$ cat src/rtl/dwatch_pkg.sv
package dwatch_pkg;
  localparam int AW      = 32;
  localparam int PIDW    = 7;
  localparam int NCMP    = 2;
  localparam int LOW_IGN = 2;

  localparam logic [2:0] SEL_PID   = 3'd0;
  localparam logic [2:0] SEL_SYS   = 3'd1;
  localparam logic [2:0] SEL_WA0   = 3'd2;
  localparam logic [2:0] SEL_WA1   = 3'd3;
  localparam logic [2:0] SEL_WCTL  = 3'd4;
  localparam logic [2:0] SEL_DBG   = 3'd5;

  typedef enum logic [1:0] {
    WEN_OFF   = 2'd0,
    WEN_STORE = 2'd1,
    WEN_ANY   = 2'd2,
    WEN_LOAD  = 2'd3
  } wen_e;

  // does the enable code accept this access direction
  function automatic logic wen_allows(input logic [1:0] en, input logic is_store);
    case (en)
      WEN_STORE: return is_store;
      WEN_ANY:   return 1'b1;
      WEN_LOAD:  return !is_store;
      default:   return 1'b0;
    endcase
  endfunction

  // equality restricted to the bits set in care
  function automatic logic masked_eq(input logic [AW-1:0] a, input logic [AW-1:0] b,
                                     input logic [AW-1:0] care);
    return ((a ^ b) & care) == '0;
  endfunction

  // move a low address into the process slot
  function automatic logic [AW-1:0] relocate(input logic [AW-1:0] addr, input logic [PIDW-1:0] pid);
    logic [AW-1:0] r;
    r = addr;
    if (pid != '0 && addr[AW-1 -: PIDW] == '0)
      r[AW-1 -: PIDW] = pid;
    return r;
  endfunction
endpackage

$ cat src/rtl/dwatch_regs.sv
module dwatch_regs
  import dwatch_pkg::*;
#(
  parameter int MASK_BIT = 8
) (
  input  logic                      clk,
  input  logic                      rst_n,
  input  logic                      we,
  input  logic [2:0]                sel,
  input  logic [AW-1:0]             wdata,
  output logic [PIDW-1:0]           pid,
  output logic                      align_en,
  output logic [NCMP-1:0][AW-1:0]   waddr,
  output logic [NCMP-1:0][1:0]      wen,
  output logic                      mask_mode
);
  always_ff @(posedge clk) begin
    if (!rst_n) begin
      pid       <= '0;
      align_en  <= 1'b0;
      waddr     <= '0;
      wen       <= '0;
      mask_mode <= 1'b0;
    end else if (we) begin
      case (sel)
        SEL_PID:  pid      <= wdata[AW-1 -: PIDW];
        SEL_SYS:  align_en <= wdata[0];
        SEL_WA0:  waddr[0] <= wdata;
        SEL_WA1:  waddr[1] <= wdata;
        SEL_WCTL: begin
          for (int i = 0; i < NCMP; i++) wen[i] <= wdata[2*i +: 2];
          mask_mode <= wdata[MASK_BIT];
        end
        default: ;
      endcase
    end
  end

  assert_wctl_R10: assert property (@(posedge clk) disable iff (!rst_n)
    (we && sel == SEL_PID) |=> $stable(wen) && $stable(mask_mode));
endmodule

$ cat src/rtl/dwatch_reloc.sv
module dwatch_reloc
  import dwatch_pkg::*;
(
  input  logic [PIDW-1:0] pid,
  input  logic [AW-1:0]   addr_in,
  output logic [AW-1:0]   addr_out
);
  always_comb addr_out = relocate(addr_in, pid);
endmodule

$ cat src/rtl/dwatch_cmp.sv
module dwatch_cmp
  import dwatch_pkg::*;
(
  input  logic          clk,
  input  logic          rst_n,
  input  logic [AW-1:0] addr,
  input  logic          is_store,
  input  logic [AW-1:0] ref_addr,
  input  logic [AW-1:0] care_mask,
  input  logic [1:0]    en,
  input  logic          active,
  output logic          match
);
  logic dir_ok;
  logic addr_ok;

  always_comb begin
    dir_ok  = wen_allows(en, is_store);
    addr_ok = masked_eq(addr, ref_addr, care_mask);
    match   = active && dir_ok && addr_ok;
  end

  assert_off_R5: assert property (@(posedge clk) disable iff (!rst_n)
    (en == WEN_OFF) |-> !match);
  assert_store_only_R5: assert property (@(posedge clk) disable iff (!rst_n)
    (en == WEN_STORE && !is_store) |-> !match);
  assert_load_only_R5: assert property (@(posedge clk) disable iff (!rst_n)
    (en == WEN_LOAD && is_store) |-> !match);
endmodule

$ cat src/rtl/dwatch_top.sv
module dwatch_top
  import dwatch_pkg::*;
#(
  parameter logic [31:0] FAULT_STATUS = 32'h0000_0401,
  parameter logic [2:0]  MOE_CODE     = 3'b010,
  parameter int          MOE_LSB      = 2,
  parameter int          MASK_BIT     = 8
) (
  input  logic        clk,
  input  logic        rst_n,
  input  logic        cfg_we,
  input  logic [2:0]  cfg_sel,
  input  logic [31:0] cfg_wdata,
  input  logic        acc_valid,
  input  logic [31:0] acc_addr,
  input  logic        acc_store,
  output logic [31:0] reloc_addr,
  output logic        abort_q,
  output logic [31:0] fault_status,
  output logic [31:0] fault_addr,
  output logic        hit_q,
  output logic [31:0] dbg_status
);
  localparam logic [AW-1:0] WORD_CARE = {{(AW-LOW_IGN){1'b1}}, {LOW_IGN{1'b0}}};

  logic [PIDW-1:0]          pid;
  logic                     align_en;
  logic [NCMP-1:0][AW-1:0]  waddr;
  logic [NCMP-1:0][1:0]     wen;
  logic                     mask_mode;
  logic [NCMP-1:0]          cmp_match;
  logic                     hit_now;
  logic                     misalign_now;

  dwatch_regs #(.MASK_BIT(MASK_BIT)) u_regs (
    .clk(clk), .rst_n(rst_n), .we(cfg_we), .sel(cfg_sel), .wdata(cfg_wdata),
    .pid(pid), .align_en(align_en), .waddr(waddr), .wen(wen), .mask_mode(mask_mode)
  );

  dwatch_reloc u_reloc (.pid(pid), .addr_in(acc_addr), .addr_out(reloc_addr));

  assert_reloc_low_R1: assert property (@(posedge clk) disable iff (!rst_n)
    reloc_addr[AW-PIDW-1:0] == acc_addr[AW-PIDW-1:0]);
  assert_reloc_pass_R2: assert property (@(posedge clk) disable iff (!rst_n)
    (pid == '0 || acc_addr[AW-1 -: PIDW] != '0) |-> reloc_addr == acc_addr);

  for (genvar i = 0; i < NCMP; i++) begin : g_cmp
    localparam bit IS_BASE = (i == 0);
    logic [AW-1:0] care;
    logic          act;
    assign care = (mask_mode && IS_BASE) ? ~waddr[NCMP-1] : WORD_CARE;
    assign act  = !(mask_mode && !IS_BASE);
    dwatch_cmp u_cmp (
      .clk(clk), .rst_n(rst_n), .addr(reloc_addr), .is_store(acc_store),
      .ref_addr(waddr[i]), .care_mask(care), .en(wen[i]), .active(act),
      .match(cmp_match[i])
    );
  end

  assign hit_now      = acc_valid && (|cmp_match);
  assign misalign_now = acc_valid && align_en && (|reloc_addr[LOW_IGN-1:0]);

  always_ff @(posedge clk) begin
    if (!rst_n) begin
      hit_q        <= 1'b0;
      abort_q      <= 1'b0;
      fault_status <= '0;
      fault_addr   <= '0;
      dbg_status   <= '0;
    end else begin
      hit_q   <= hit_now;
      abort_q <= misalign_now;
      if (misalign_now) begin
        fault_status <= FAULT_STATUS;
        fault_addr   <= reloc_addr;
      end
      if (cfg_we && cfg_sel == SEL_DBG) dbg_status <= cfg_wdata;
      if (hit_now) dbg_status[MOE_LSB +: 3] <= MOE_CODE;
    end
  end

  assert_abort_off_R3: assert property (@(posedge clk) disable iff (!rst_n)
    (acc_valid && !align_en) |=> !abort_q);
  assert_fault_addr_R4: assert property (@(posedge clk) disable iff (!rst_n)
    abort_q |-> fault_addr == $past(reloc_addr) && fault_status == FAULT_STATUS);
  assert_fault_hold_R4: assert property (@(posedge clk) disable iff (!rst_n)
    !misalign_now |=> $stable(fault_addr));
  assert_mask_only0_R7: assert property (@(posedge clk) disable iff (!rst_n)
    (acc_valid && mask_mode && wen[0] == WEN_OFF) |=> !hit_q);
  assert_moe_R9: assert property (@(posedge clk) disable iff (!rst_n)
    hit_q |-> dbg_status[MOE_LSB +: 3] == MOE_CODE);
  assert_idle_R12: assert property (@(posedge clk) disable iff (!rst_n)
    !acc_valid |=> !hit_q && !abort_q);
endmodule

$ cat config.mk
export PLATFORM = sky130hd
export DESIGN_NAME = dwatch_top
export DESIGN_NICKNAME = d
export VERILOG_FILES = /design/src/rtl/dwatch_pkg.sv /design/src/rtl/dwatch_regs.sv /design/src/rtl/dwatch_reloc.sv /design/src/rtl/dwatch_cmp.sv /design/src/rtl/dwatch_top.sv
export SDC_FILE = /design/constraint.sdc
export NUM_CORES = 1
export LEC_CHECK = 0
export BUFFER_PORTS_ARGS = -buffer_cell sky130_fd_sc_hd__buf_2
export CAP_MARGIN = 20
export CORE_UTILIZATION = 47
export CTS_CLUSTER_SIZE = 14
export DETAILED_ROUTE_END_ITERATION = 16
export PLACE_DENSITY_LB_ADDON = 0.1
export RECOVER_POWER = 100
export SLEW_MARGIN = 10
export SYNTH_ARGS = -nofsm -noshare
export SYNTH_HDL_FRONTEND = slang
export SYNTH_SLANG_ARGS = --single-unit
$ cat constraint.sdc
create_clock -name clk -period 1.6 [get_ports clk]
set_input_delay 0.24 -clock clk [delete_from_list [all_inputs] [get_ports clk]]
set_output_delay 0.24 -clock clk [all_outputs]
set_load 0.01 [all_outputs]
After elaboration in Yosys (flattened, before gate mapping). Cells that the tools add are included. W data, S select, Z words.

Flip-flop bits (word level): 144. Input port bits: 72. Logic and storage cells: 60.

Equality and inequality tests: 11. Muxes and demuxes: 6. Bitwise logic cells: 5. Reduce and logical (&&, ||, !) cells: 24.

Operators with widths (number): $logic_not A32 Y1 (2); $xor A32 B32 Y32 (2); $and A32 B32 Y32 (1); $mux W32 (1); $not A32 Y32 (1); $reduce_and A2 Y1 (5); $eq A2 B2 Y1 const B (4); $logic_and A1 B1 Y1 (8); $logic_not A7 Y1 (1); $mux W7 (1); $reduce_bool A7 Y1 (1); $eq A3 B2 Y1 const B (2); $eq A3 B3 Y1 const B (2); $pmux W1 S3 (2); $reduce_or A2 Y1 (3); $eq A2 B1 Y1 const B (2); $mux W4 (1); $eq A3 B1 Y1 const B (1); $logic_not A3 Y1 (1); $logic_not A1 Y1 (2); $mux W2 (1); $reduce_bool A2 Y1 (1); $not A1 Y1 (1).

Longest topological paths before layout. Gate-level depths: netlist of run 1.

Word-level depth: 10. Mapped depth: 7. Gate-level depth less buffers: 6.

Hierarchy. Synthesis of run 1 repeated with hierarchy kept, for this count alone.

Cell total of the unflattened synthesis: 797. Area total of the unflattened synthesis: 6930.4 um^2.

Modules (own cells, without submodules): dwatch_regs (instances 1, cells an instance 289, area each 2877.8 um^2, seq. area each 1541.5 um^2); dwatch_top (instances 1, cells an instance 359, area each 2821.5 um^2, seq. area each 1341.3 um^2); dwatch_cmp (instances 2, cells an instance 56, area each 470.5 um^2, seq. area each 0.0 um^2); dwatch_reloc (instances 1, cells an instance 37, area each 290.3 um^2, seq. area each 0.0 um^2).

Worst setup path after synthesis of run 1. No wires, ideal clock.

Kind: input -> register. Start point: in acc_addr[28]. End point: reg dbg_status[3]. Library setup time: 0.059 ns. Arrival time: 1.625 ns. Path slack: -0.084 ns. Cell stages on the path: 6. Buffers on the path: 0. Path through: nor4_4 -> a31oi_2 -> xor2_1 -> o2111ai_2 -> nor4_4 -> o31a_1.

Cells in the longest elaborated chain, start to end: 10. Elaborated cells on any way between the ends: 14. Those cells by class: mux: 2; bitwise: 3; reduce/logical: 9.

Ends and longest elaborated chain: start, declared (RTL line dwatch_top.sv:15) `input logic [31:0] acc_addr,`; $logic_not A7 Y1 (RTL line dwatch_pkg.sv:41) `if (pid != '0 && addr[AW-1 -: PIDW] == '0)`; $logic_and A1 B1 Y1 (RTL line dwatch_pkg.sv:41); $mux W7 * (RTL line dwatch_pkg.sv:41); $xor A32 B32 Y32 (RTL line dwatch_pkg.sv:34) `return ((a ^ b) & care) == '0;`; $and A32 B32 Y32 (RTL line dwatch_pkg.sv:34); $logic_not A32 Y1 (RTL line dwatch_pkg.sv:34); $logic_and A1 B1 Y1 (RTL line dwatch_cmp.sv:20) `match = active && dir_ok && addr_ok;`; $reduce_or A2 Y1 * (RTL line dwatch_top.sv:60) `assign hit_now = acc_valid && (|cmp_match);`; $logic_and A1 B1 Y1 * (RTL line dwatch_top.sv:60); $mux W2 or $reduce_bool A2 Y1 (tied branches); end signal, assigned (RTL line dwatch_top.sv:77) `if (cfg_we && cfg_sel == SEL_DBG) dbg_status <= cfg_wdata;`; end, declared (RTL line dwatch_top.sv:22) `output logic [31:0] dbg_status`.

Mark *: on every way between the ends. The rest lies on a longest branch, timed or not. A chain may end at the register's enable or synchronous reset.

Worst setup path in the final report of run 1.
Start point: reg u_regs.mask_mode. End point: reg dbg_status[3].

Cells in the longest elaborated chain, start to end: 7. Elaborated cells on any way between the ends: 11. Those cells by class: mux: 2; bitwise: 1; reduce/logical: 8.

Ends and longest elaborated chain: start, declared (RTL line dwatch_regs.sv:15) `output logic mask_mode`; start signal, assigned (RTL line dwatch_regs.sv:32) `mask_mode <= wdata[MASK_BIT];`; $mux W32 (RTL line dwatch_top.sv:51) `assign care = (mask_mode && IS_BASE) ? ~waddr[NCMP-1] : WORD_CARE;`; $and A32 B32 Y32 (RTL line dwatch_pkg.sv:34); $logic_not A32 Y1 (RTL line dwatch_pkg.sv:34); $logic_and A1 B1 Y1 (RTL line dwatch_cmp.sv:20); $reduce_or A2 Y1 * (RTL line dwatch_top.sv:60); $logic_and A1 B1 Y1 * (RTL line dwatch_top.sv:60); $mux W2 or $reduce_bool A2 Y1 (tied branches).

Marked as above.

==> impl_metrics.py, run 1 <==
metrics = {
    "outcome": {
        "status": "finished with violations",
        "violations": "negative setup slack",
    },
    "timing": {
        "finalSetupViolCount": 8,
        "hold_slack_ns": 0.0920,
        "fmax_mhz": 583,
        "fin_ws_ns": -0.115,
        "finClkSkew_ns": 0.00516,
        "tightest_slew_ns": 0.784,
        "hold_viol_final": 0,
        "slew_violations": 0,
        "relSlewSlack": 0.477,
        "rsz0062_at_grt": "true",
        "final.min_clock_period_ns": 1.72,
        "period_share": 1.07,
    },
    "layout": {
        "final_cell_mix": "265 x nand2_1, 135 x dfxtp_1, 129 x a21boi_0",
        "instances_no_fill": 1227,
        "multiInputGateArea_sq_mm": 0.00364,
        "drive_above_1_share": 0.215,
        "antenna_cells": 0,
        "fin_nets": 1106,
        "final_common_cell": "nand2_1",
        "seqCellArea_sq_mm": 0.00290,
        "syn2layout_area_growth_pct": 28.2,
        "fin_util": 0.629,
        "fillCellCount": 1346,
    },
    "pwr": {
        "leakage_nw": 3.42,
        "p_sw_frac": 0.243,
        "pwr_density_cell_mw_per_mm2": 991,
        "seqPwrFrac": 0.421,
        "clock_power_share": 0.476,
        "p_switching_mw": 2.14,
        "p_int_mw": 6.65,
        "ir_worst_vdd_uv": 666,
        "power_frac_comb": 0.103,
    },
    "place": {
        "dp_cells": 1186,
        "gp_congestion": 0.913,
        "io_buffers": 171,
        "place_hpwl_microns": 14200,
        "dpl_worst_slack_ns": -0.305,
    },
    "setup_path": {
        "critPathTopFamily": "simple AND/OR/NAND/NOR gates",
        "cp.depth": 6,
        "r2r-end": "dbg_status[3]$_SDFFE_PN0P_",
        "rr_startpoint": "u_regs.mask_mode$_SDFFE_PN0P_",
        "cp-start-kind": "flip-flop",
        "cp_slowest_cell": "dfxtp_4",
        "cp.required_ns": 1.97,
        "r2r_setup_slack_ns": -0.12,
        "cp.buffers_inverters": 1,
        "r2r_cells": 6,
        "critPathMaxStageDelay_ns": 0.39,
        "crit_type": "flip-flop to flip-flop",
        "cp_data_arrival_time_ns": 2.08,
        "endpoint_kind": "flip-flop",
        "path_max_fanout": 6,
        "cp_cell_sequence": "buf_4 -> a21oi_1 -> nor4_1 -> nand4_1 -> nor4_4 -> o31a_1",
    },
    "floorplan": {
        "die-area_sq_mm": 0.0152,
        "start_util": 0.490,
        "fp.dieW_microns": 123,
        "die_h_microns": 123,
        "coreArea_sq_mm": 0.0141,
        "boundaryPins": 202,
        "rows": 43,
    },
    "global_route": {
        "grt_usage": 0.258,
        "grt.overflow.total": 0,
        "grt_max_degree": 55,
        "antenna_found_initial": 0,
        "grt_pass1_wl_microns": 29100,
        "grt_pass1_vias": 5303,
    },
    "cts": {
        "cts_buffers": 17,
        "path_clk_slew_ns": 0.06,
        "insertion_delay_ns": 0.42,
        "cts-root-buf": "clkbuf_16",
        "clock_path_buffers": 2,
        "cts_num_sinks": 144,
        "cts_tree": "yes",
        "postCtsHoldBufs": 0,
        "htreeDepth": 4,
    },
    "synth": {
        "syn_area_per_cell_sq_um": 8.25,
        "yosysSeqAreaShare": 0.417,
        "synth_edf_count": 0,
        "ys_seq_elements": 144,
        "synth_ff_type": "dfxtp_1",
        "synth.distinct_cells": 45,
        "synth_area_sq_mm": 0.00691,
        "async_flop_share": 0,
        "synth_cells": 838,
        "ys_warn_count": 0,
    },
    "routing": {
        "wl_per_cell_microns": 15.8,
        "ant_nets": 0,
        "vias_per_cell": 5.01,
        "routed_wl_microns": 19400,
        "firstDrtPassIters": 7,
        "drc": 0,
        "vias": 6148,
        "first_iter_violations": 449,
    },
    "run": {
        "drv_cap": 0,
    },
    "min_path": {
        "worstHoldPathType": "primary input to flip-flop",
        "min_to": "u_regs.waddr[45]$_SDFFE_PN0P_",
        "hold_depth": 3,
        "worstHoldStart": "cfg_wdata[13]",
    },
}
[stage by stage]
step | total power, mW | instance area (sq um) | TNS [ns]
floorplan | 4.27 | 7030 | -0.111
global placement | 4.64 | 8130 | -1.15
detailed placement | 4.64 | 8130 | -1.19
CTS | 8.85 | 8920 | -0.557
global route | 9.10 | 8860 | -3.38
finish | 8.78 | 8860 | -0.565
[synthesized netlist by cell type, types with 3 or more instances]
master	count	area, sq um
mux2i_1	12	120
xor2_1	27	236
and2_1	3	18.8
a21boi_0	129	968
o211a_1	8	80.1
nand2_1	265	995
buf_4	56	420
nor2_1	11	41.3
nor4b_1	6	52.6
nand4_1	5	31.3
dfxtp_1	144	2880
nor3_1	4	20.0
clkbuf_1	46	173
nand3_1	3	15.0
nor4_1	10	62.6
nor3b_1	3	22.5
nor2b_1	8	50.1
a21oi_1	22	110
xnor2_1	31	272
a21oi_2	3	26.3
inv_1	11	41.3
[power groups by stage]
stage	Clock, mW	Sequential (mW)	Combinational [mW]
floorplan	0	3.78	0.496
global placement	0	3.78	0.864
detailed placement	0	3.78	0.864
CTS	4.26	3.70	0.899
global route	4.41	3.70	0.982
finish	4.18	3.70	0.903
[what timing repair did]
| action | 4_1_cts | 5_1_grt |
|---|---|---|
| pin swaps | 10 | 6 |
| setup endpoints to repair | 10 | 11 |
| gates resized for setup | 35 | 22 |
| setup buffers | 3 | 7 |
[worst max-delay path by stage]
stage / to / start / slack [ns]
after floorplan: dbg_status[3]$_SDFFE_PN0P_ / acc_addr[31] / -0.04
after global placement: dbg_status[3]$_SDFFE_PN0P_ / u_regs.mask_mode$_SDFFE_PN0P_ / -0.29
after detailed placement: dbg_status[3]$_SDFFE_PN0P_ / u_regs.mask_mode$_SDFFE_PN0P_ / -0.31
after CTS: hit_q$_SDFF_PN0_ / u_regs.waddr[14]$_SDFFE_PN0P_ / -0.11
after global routing: dbg_status[3]$_SDFFE_PN0P_ / u_regs.waddr[24]$_SDFFE_PN0P_ / -0.17
final: dbg_status[3]$_SDFFE_PN0P_ / u_regs.mask_mode$_SDFFE_PN0P_ / -0.12
[logic make-up (layout without fill, tap and decap cells)]
logic type      Yosys count  in the layout  synth area share
compound gates          179            179             0.193
xor+xnor                 58             58            0.0735
buf+inv                 116            296            0.0938
flops                   144            144             0.417
mux                      12             12            0.0174
other cells               1             30          0.000542
simple gates            328            328             0.205
[worst min-delay path: stages]
cell and delay (ns):
buf_2 0.11, nand2_1 0.05, a21boi_0 0.06
[final cells by class]
| type | count | share of cell area |
|---|---|---|
| clock buffer | 19 | 0.0488 |
| sequential | 144 | 0.327 |
| tap | 180 | 0.0254 |
| inverter | 11 | 0.00466 |
| clock inverter | 13 | 0.0210 |
| timing repair buffer | 253 | 0.163 |
| multi-input combinational | 607 | 0.410 |
[flip-flops by register name, summed over array words and instances, names as in the netlist]
register / flops
u_regs.wen: 4
fault_addr: 32
u_regs.pid: 7
fault_status: 1
u_regs.mask_mode: 1
u_regs.align_en: 1
hit_q: 1
dbg_status: 32
abort_q: 1
u_regs.waddr: 64
[routing by layer]
| layer | vias to the layer above | share of wire | GRT usage |
|---|---|---|---|
| met5 | - | 0 | 0 |
| met4 | 0 | 0.013 | 0.0843 |
| met2 | 204 | 0.41 | 0.353 |
| met3 | 17 | 0.061 | 0.0507 |
| met1 | 2843 | 0.52 | 0.396 |
| li1 | 3084 | - | - |
Note: power is estimated with default switching activity, not from simulation.
==> run 2: changes to the inputs <==
- clock period: 1.6 -> 1.53 ns (I/O delays scaled with it)
==> run 2 against run 1 <==
The flow still finishes with violations (negative setup slack). Fmax is 1.3% lower. Sequential power rose by 5%. Cell count is 0.33% lower. Count of clock-buffer cells in the layout is 1 higher. Flip-flop and latch count is the same. Global-route usage is 0.36 points higher. Register-to-register slack lost 0.09 ns. Largest power group unchanged.
==> impl_metrics.py, run 2 (synthesized netlist as in run 1, its figures left out) <==
metrics = {
    "routing": {
        "ant_nets": 0,
        "first_iter_violations": 463,
        "drc": 0,
        "firstDrtPassIters": 4,
        "wl_per_cell_microns": 15.9,
        "routed_wl_microns": 19400,
        "vias": 6172,
        "vias_per_cell": 5.05,
    },
    "place": {
        "place_hpwl_microns": 14200,
        "gp_congestion": 0.864,
        "io_buffers": 171,
    },
    "layout": {
        "fillCellCount": 1326,
        "drive_above_1_share": 0.219,
        "syn2layout_area_growth_pct": 28.1,
        "final_cell_mix": "265 x nand2_1, 133 x dfxtp_1, 129 x a21boi_0",
        "largestRegisters": "u_regs.waddr x64, dbg_status x32, fault_addr x32",
        "antenna_cells": 0,
        "largest_register_ffs": 64,
        "fin_nets": 1102,
        "regMostFlops": "u_regs.waddr",
        "final_common_cell": "nand2_1",
    },
    "floorplan": {
        "die_h_microns": 123,
        "fp.dieW_microns": 123,
        "start_util": 0.490,
        "coreArea_sq_mm": 0.0141,
        "die-area_sq_mm": 0.0152,
        "rows": 43,
        "boundaryPins": 202,
    },
    "global_route": {
        "grt_usage": 0.261,
        "grt_use_met2": 0.369,
        "grt_max_degree": 68,
        "grt_pass1_wl_microns": 29600,
        "gr-usage-met3": 0.0618,
        "grt.overflow.total": 0,
        "grt_util_met1": 0.397,
        "grt_pass1_vias": 5502,
        "grt.busiest_layer": "met1",
        "antenna_found_initial": 0,
    },
    "min_path": {
        "worstHoldPathType": "primary input to flip-flop",
        "min_to": "u_regs.waddr[19]$_SDFFE_PN0P_",
        "hold_depth": 3,
        "worstHoldStart": "cfg_wdata[19]",
    },
    "timing": {
        "relSlewSlack": 0.476,
        "slew_violations": 0,
        "tns_ns": -1.16,
        "fmax_mhz": 575,
        "rsz0062_at_grt": "true",
        "finClkSkew_ns": 0.00524,
        "period_share": 1.14,
        "hold_viol_final": 0,
        "finalSetupViolCount": 9,
        "tightest_slew_ns": 0.785,
        "hold_slack_ns": 0.0797,
        "final.min_clock_period_ns": 1.74,
        "fin_ws_ns": -0.208,
    },
    "setup_path": {
        "crit_path_start": "u_regs.waddr[14]$_SDFFE_PN0P_",
        "r2r-end": "dbg_status[3]$_SDFFE_PN0P_",
        "path_max_fanout": 4,
        "endpoint_kind": "flip-flop",
        "crit_type": "flip-flop to flip-flop",
        "r2r_cells": 6,
        "cp-start-kind": "flip-flop",
        "rr_startpoint": "u_regs.waddr[14]$_SDFFE_PN0P_",
        "r2r_setup_slack_ns": -0.21,
        "cp.required_ns": 1.90,
        "cp_data_arrival_time_ns": 2.10,
    },
    "cts": {
        "cts-root-buf": "clkbuf_16",
        "cts_num_sinks": 144,
        "htreeDepth": 4,
        "insertion_delay_ns": 0.42,
        "cts_buffers": 17,
        "path_clk_slew_ns": 0.06,
        "clock_path_buffers": 2,
        "postCtsHoldBufs": 0,
        "cts_tree": "yes",
    },
    "outcome": {
        "status": "finished with violations",
        "violations": "negative setup slack",
    },
    "pwr": {
        "pwr_density_cell_mw_per_mm2": 1010,
        "leakage_nw": 3.40,
        "ir_worst_vdd_uv": 732,
    },
    "run": {
        "drv_cap": 0,
    },
}
## run 2: cell types whose count changed in the layout (fill, tap and decap cells not counted), sizes merged
cell and delta:
buf -6, clkbuf +3, clkinv +4, bufinv -2, clkinvlp -3
## run 2: per-stage QoR
| stage | instance area [sq um] | instances | utilization | worst slack, ns | total power, mW |
|---|---|---|---|---|---|
| after global routing | 8850 | 1223 | 0.628 | -0.295 | 9.31 |
| final | 8850 | 1223 | 0.628 | -0.208 | 8.98 |
| after detailed placement | 8170 | 1188 | 0.580 | -0.411 | 4.85 |
| after CTS | 8970 | 1223 | 0.637 | -0.221 | 9.05 |
| after floorplan | 7030 | 867 | - | -0.0961 | 4.47 |
| after global placement | 8170 | 1188 | 0.580 | -0.337 | 4.85 |
## run 2: final cells by class
cell class,instances,area (sq um),share of cell area
Multi-Input combinational cell,607,3650,0.412
Clock inverter,12,131,0.0148
Clock buffer,20,467,0.0527
Timing Repair Buffer,249,1440,0.163
Sequential cell,144,2900,0.327
Tap cell,180,225,0.0254
Inverter,11,41.3,0.00466
## run 2: per-layer routing
layer / routed length (microns) / share of wire
met1: 9790 / 0.50
met5: 0 / 0
met2: 8040 / 0.41
met4: 158 / 0.0081
met3: 1450 / 0.075
## run 2: timing repair
item | CTS | global route
endpoints found under the setup margin | 11 | 11
resized for setup | 46 | 16
pin swaps | 10 | 7
buffers inserted | 3 | 0
cloned | 0 | 0
## run 2: report_power, final
part | internal, mW | switching (mW)
Combinational | 0.403 | 0.541
Sequential | 3.82 | 0.0530
Clock | 2.54 | 1.63
Total | 6.76 | 2.23
## run 2: worst max path at each step
| stage | slack (ns) | endpoint |
|---|---|---|
| finish | -0.21 | dbg_status[3]$_SDFFE_PN0P_ |
| global route | -0.30 | dbg_status[4]$_SDFFE_PP0P_ |
| CTS | -0.22 | dbg_status[4]$_SDFFE_PP0P_ |
| detailed placement | -0.41 | dbg_status[2]$_SDFFE_PP0P_ |
| global placement | -0.34 | dbg_status[3]$_SDFFE_PN0P_ |
| floorplan | -0.1 | dbg_status[3]$_SDFFE_PN0P_ |
## run 2: critical path: stages, from the launching register on
cell	delay, ns
dfxtp_2	0.33
xor2_1	0.14
a22o_1	0.24
nor4_1	0.22
nand4_1	0.22
nor4_4	0.36
o31a_1	0.17
==> run 3: changes to the inputs <==
==> constraint.sdc (replaced) <==
create_clock -name clk -period 1.53 [get_ports clk]
set_input_delay 0.2295 -clock clk [delete_from_list [all_inputs] [get_ports clk]]
set_output_delay 0.2295 -clock clk [all_outputs]
set_load 0.005 [all_outputs]
==> run 3 against run 2 <==
The flow still finishes with violations (negative setup slack). Die area did not move. Sequential power barely moved. Combinational power shrank 5.8%. Fmax is 0.48% lower. Routed wire length decreased by 0.56%. Sequential share of layout area rose by 0.055 points. Cell count stayed put. Setup slack lost 0.0084 ns. Critical path depth is the same. Register-to-register slack is essentially flat. Critical path type unchanged. Largest cell class unchanged. Largest power group unchanged.
==> impl_metrics.py, run 3 (synthesized netlist as in run 1, its figures left out) <==
metrics = {
    "outcome": {
        "status": "finished with violations",
        "violations": "negative setup slack",
    },
    "setup_path": {
        "critPathTopFamily": "simple AND/OR/NAND/NOR gates",
        "crit_type": "flip-flop to flip-flop",
        "cp.buffers_inverters": 0,
        "cp-start-kind": "flip-flop",
        "cp_cell_sequence": "xor2_1 -> a22o_1 -> nor4_1 -> nand4_1 -> nor4_4 -> o31a_1",
        "cp_slowest_cell": "nor4_4",
        "cp_data_arrival_time_ns": 2.11,
        "path_max_fanout": 4,
        "endpoint_kind": "flip-flop",
        "critPathMaxStageDelay_ns": 0.37,
        "cp.required_ns": 1.90,
    },
    "routing": {
        "first_iter_violations": 483,
        "firstDrtPassIters": 5,
        "vias_per_cell": 5.02,
        "ant_nets": 0,
        "vias": 6142,
        "drc": 0,
        "routed_wl_microns": 19300,
        "wl_per_cell_microns": 15.8,
    },
    "timing": {
        "relSlewSlack": 0.479,
        "period_share": 1.14,
        "hold_slack_ns": 0.0811,
        "slew_violations": 0,
        "final.min_clock_period_ns": 1.75,
        "tightest_slew_ns": 0.781,
        "fmax_mhz": 573,
        "finalSetupViolCount": 9,
        "rsz0062_at_grt": "true",
        "hold_viol_final": 0,
        "finClkSkew_ns": 0.00560,
        "fin_ws_ns": -0.217,
    },
    "layout": {
        "fin_nets": 1102,
        "largest_register_ffs": 64,
        "fin_util": 0.627,
        "final_common_cell": "nand2_1",
        "regMostFlops": "u_regs.waddr",
        "largestRegisters": "u_regs.waddr x64, dbg_status x32, fault_addr x32",
        "multiInputGateArea_sq_mm": 0.00365,
        "antenna_cells": 0,
        "drive_above_1_share": 0.239,
        "seqCellArea_sq_mm": 0.00290,
        "syn2layout_area_growth_pct": 27.8,
        "final_cell_mix": "265 x nand2_1, 134 x dfxtp_1, 129 x a21boi_0",
        "fillCellCount": 1317,
    },
    "floorplan": {
        "coreArea_sq_mm": 0.0141,
        "rows": 43,
        "start_util": 0.490,
        "die-area_sq_mm": 0.0152,
        "fp.dieW_microns": 123,
        "die_h_microns": 123,
        "boundaryPins": 202,
    },
    "min_path": {
        "worstHoldPathType": "primary input to flip-flop",
    },
    "cts": {
        "path_clk_slew_ns": 0.06,
        "htreeDepth": 4,
        "cts-root-buf": "clkbuf_16",
        "cts_num_sinks": 144,
        "insertion_delay_ns": 0.42,
        "cts_tree": "yes",
        "postCtsHoldBufs": 0,
        "clock_path_buffers": 2,
        "cts_buffers": 17,
    },
    "place": {
        "dpl_worst_slack_ns": -0.411,
        "io_buffers": 171,
        "gp_congestion": 0.864,
        "place_hpwl_microns": 14200,
    },
    "pwr": {
        "ir_worst_vdd_uv": 737,
        "pwr_density_cell_mw_per_mm2": 1010,
        "leakage_nw": 3.48,
    },
    "global_route": {
        "grt.overflow.total": 0,
        "grt_pass1_wl_microns": 29600,
        "grt_usage": 0.261,
        "grt_pass1_vias": 5490,
        "grt_max_degree": 68,
        "antenna_found_initial": 0,
    },
    "run": {
        "drv_cap": 0,
    },
}
-- run 3: tightest hold or removal path: stages --
cell	delay, ns
buf_2	0.11
nand2_1	0.05
a21boi_0	0.06
-- run 3: routing by layer --
layer | track usage | vias up | share of wire
met5 | 0 | - | 0
met2 | 0.367 | 224 | 0.41
li1 | - | 3085 | -
met4 | 0.0595 | 0 | 0.0080
met1 | 0.396 | 2821 | 0.51
met3 | 0.0618 | 12 | 0.066
-- run 3: path summary, 6_finish.rpt --
check                                start                            end  slack (ns)  cells after the start
max reg2reg  u_regs.waddr[14]$_SDFFE_PN0P_     dbg_status[3]$_SDFFE_PN0P_       -0.22                      6
min reg2reg    fault_addr[18]$_SDFFE_PN0P_    fault_addr[18]$_SDFFE_PN0P_        0.46                      2
min                          cfg_wdata[13]  u_regs.waddr[13]$_SDFFE_PN0P_        0.08                      3
max          u_regs.waddr[14]$_SDFFE_PN0P_     dbg_status[3]$_SDFFE_PN0P_       -0.22                      6
-- run 3: final cells by class --
cell class	count	area share
clock buffers	20	0.0528
repair buffers	249	0.161
flip-flops and latches	144	0.328
well taps	180	0.0255
inverters	11	0.00467
clock inverters	12	0.0149
multi-input cells	607	0.413
-- run 3: what timing repair did --
| item | in CTS | in global routing |
|---|---|---|
| endpoints found under the setup margin | 10 | 11 |
| pin swaps | 10 | 7 |
| gates resized for setup | 38 | 18 |
| cloned | 0 | 0 |
| buffers inserted | 3 | 0 |
-- run 3: where the power goes --
| part | internal [mW] | leakage, nW | switching, mW |
|---|---|---|---|
| combinational | 0.391 | 2.02 | 0.497 |
| sequential | 3.82 | 1.17 | 0.0526 |
| clock | 2.53 | 0.297 | 1.63 |
-- run 3: stage by stage --
| step | power [mW] | instances | area, sq um | TNS [ns] |
|---|---|---|---|---|
| 3_3_place_gp | 4.81 | 1188 | 8170 | -1.33 |
| 5_1_grt | 9.25 | 1223 | 8840 | -2.86 |
| 4_1_cts | 8.99 | 1223 | 8930 | -1.33 |
| 3_5_place_dp | 4.81 | 1188 | 8170 | -1.63 |
| 2_1_floorplan | 4.42 | 867 | 7030 | -0.349 |
| 6_report | 8.93 | 1223 | 8840 | -1.21 |
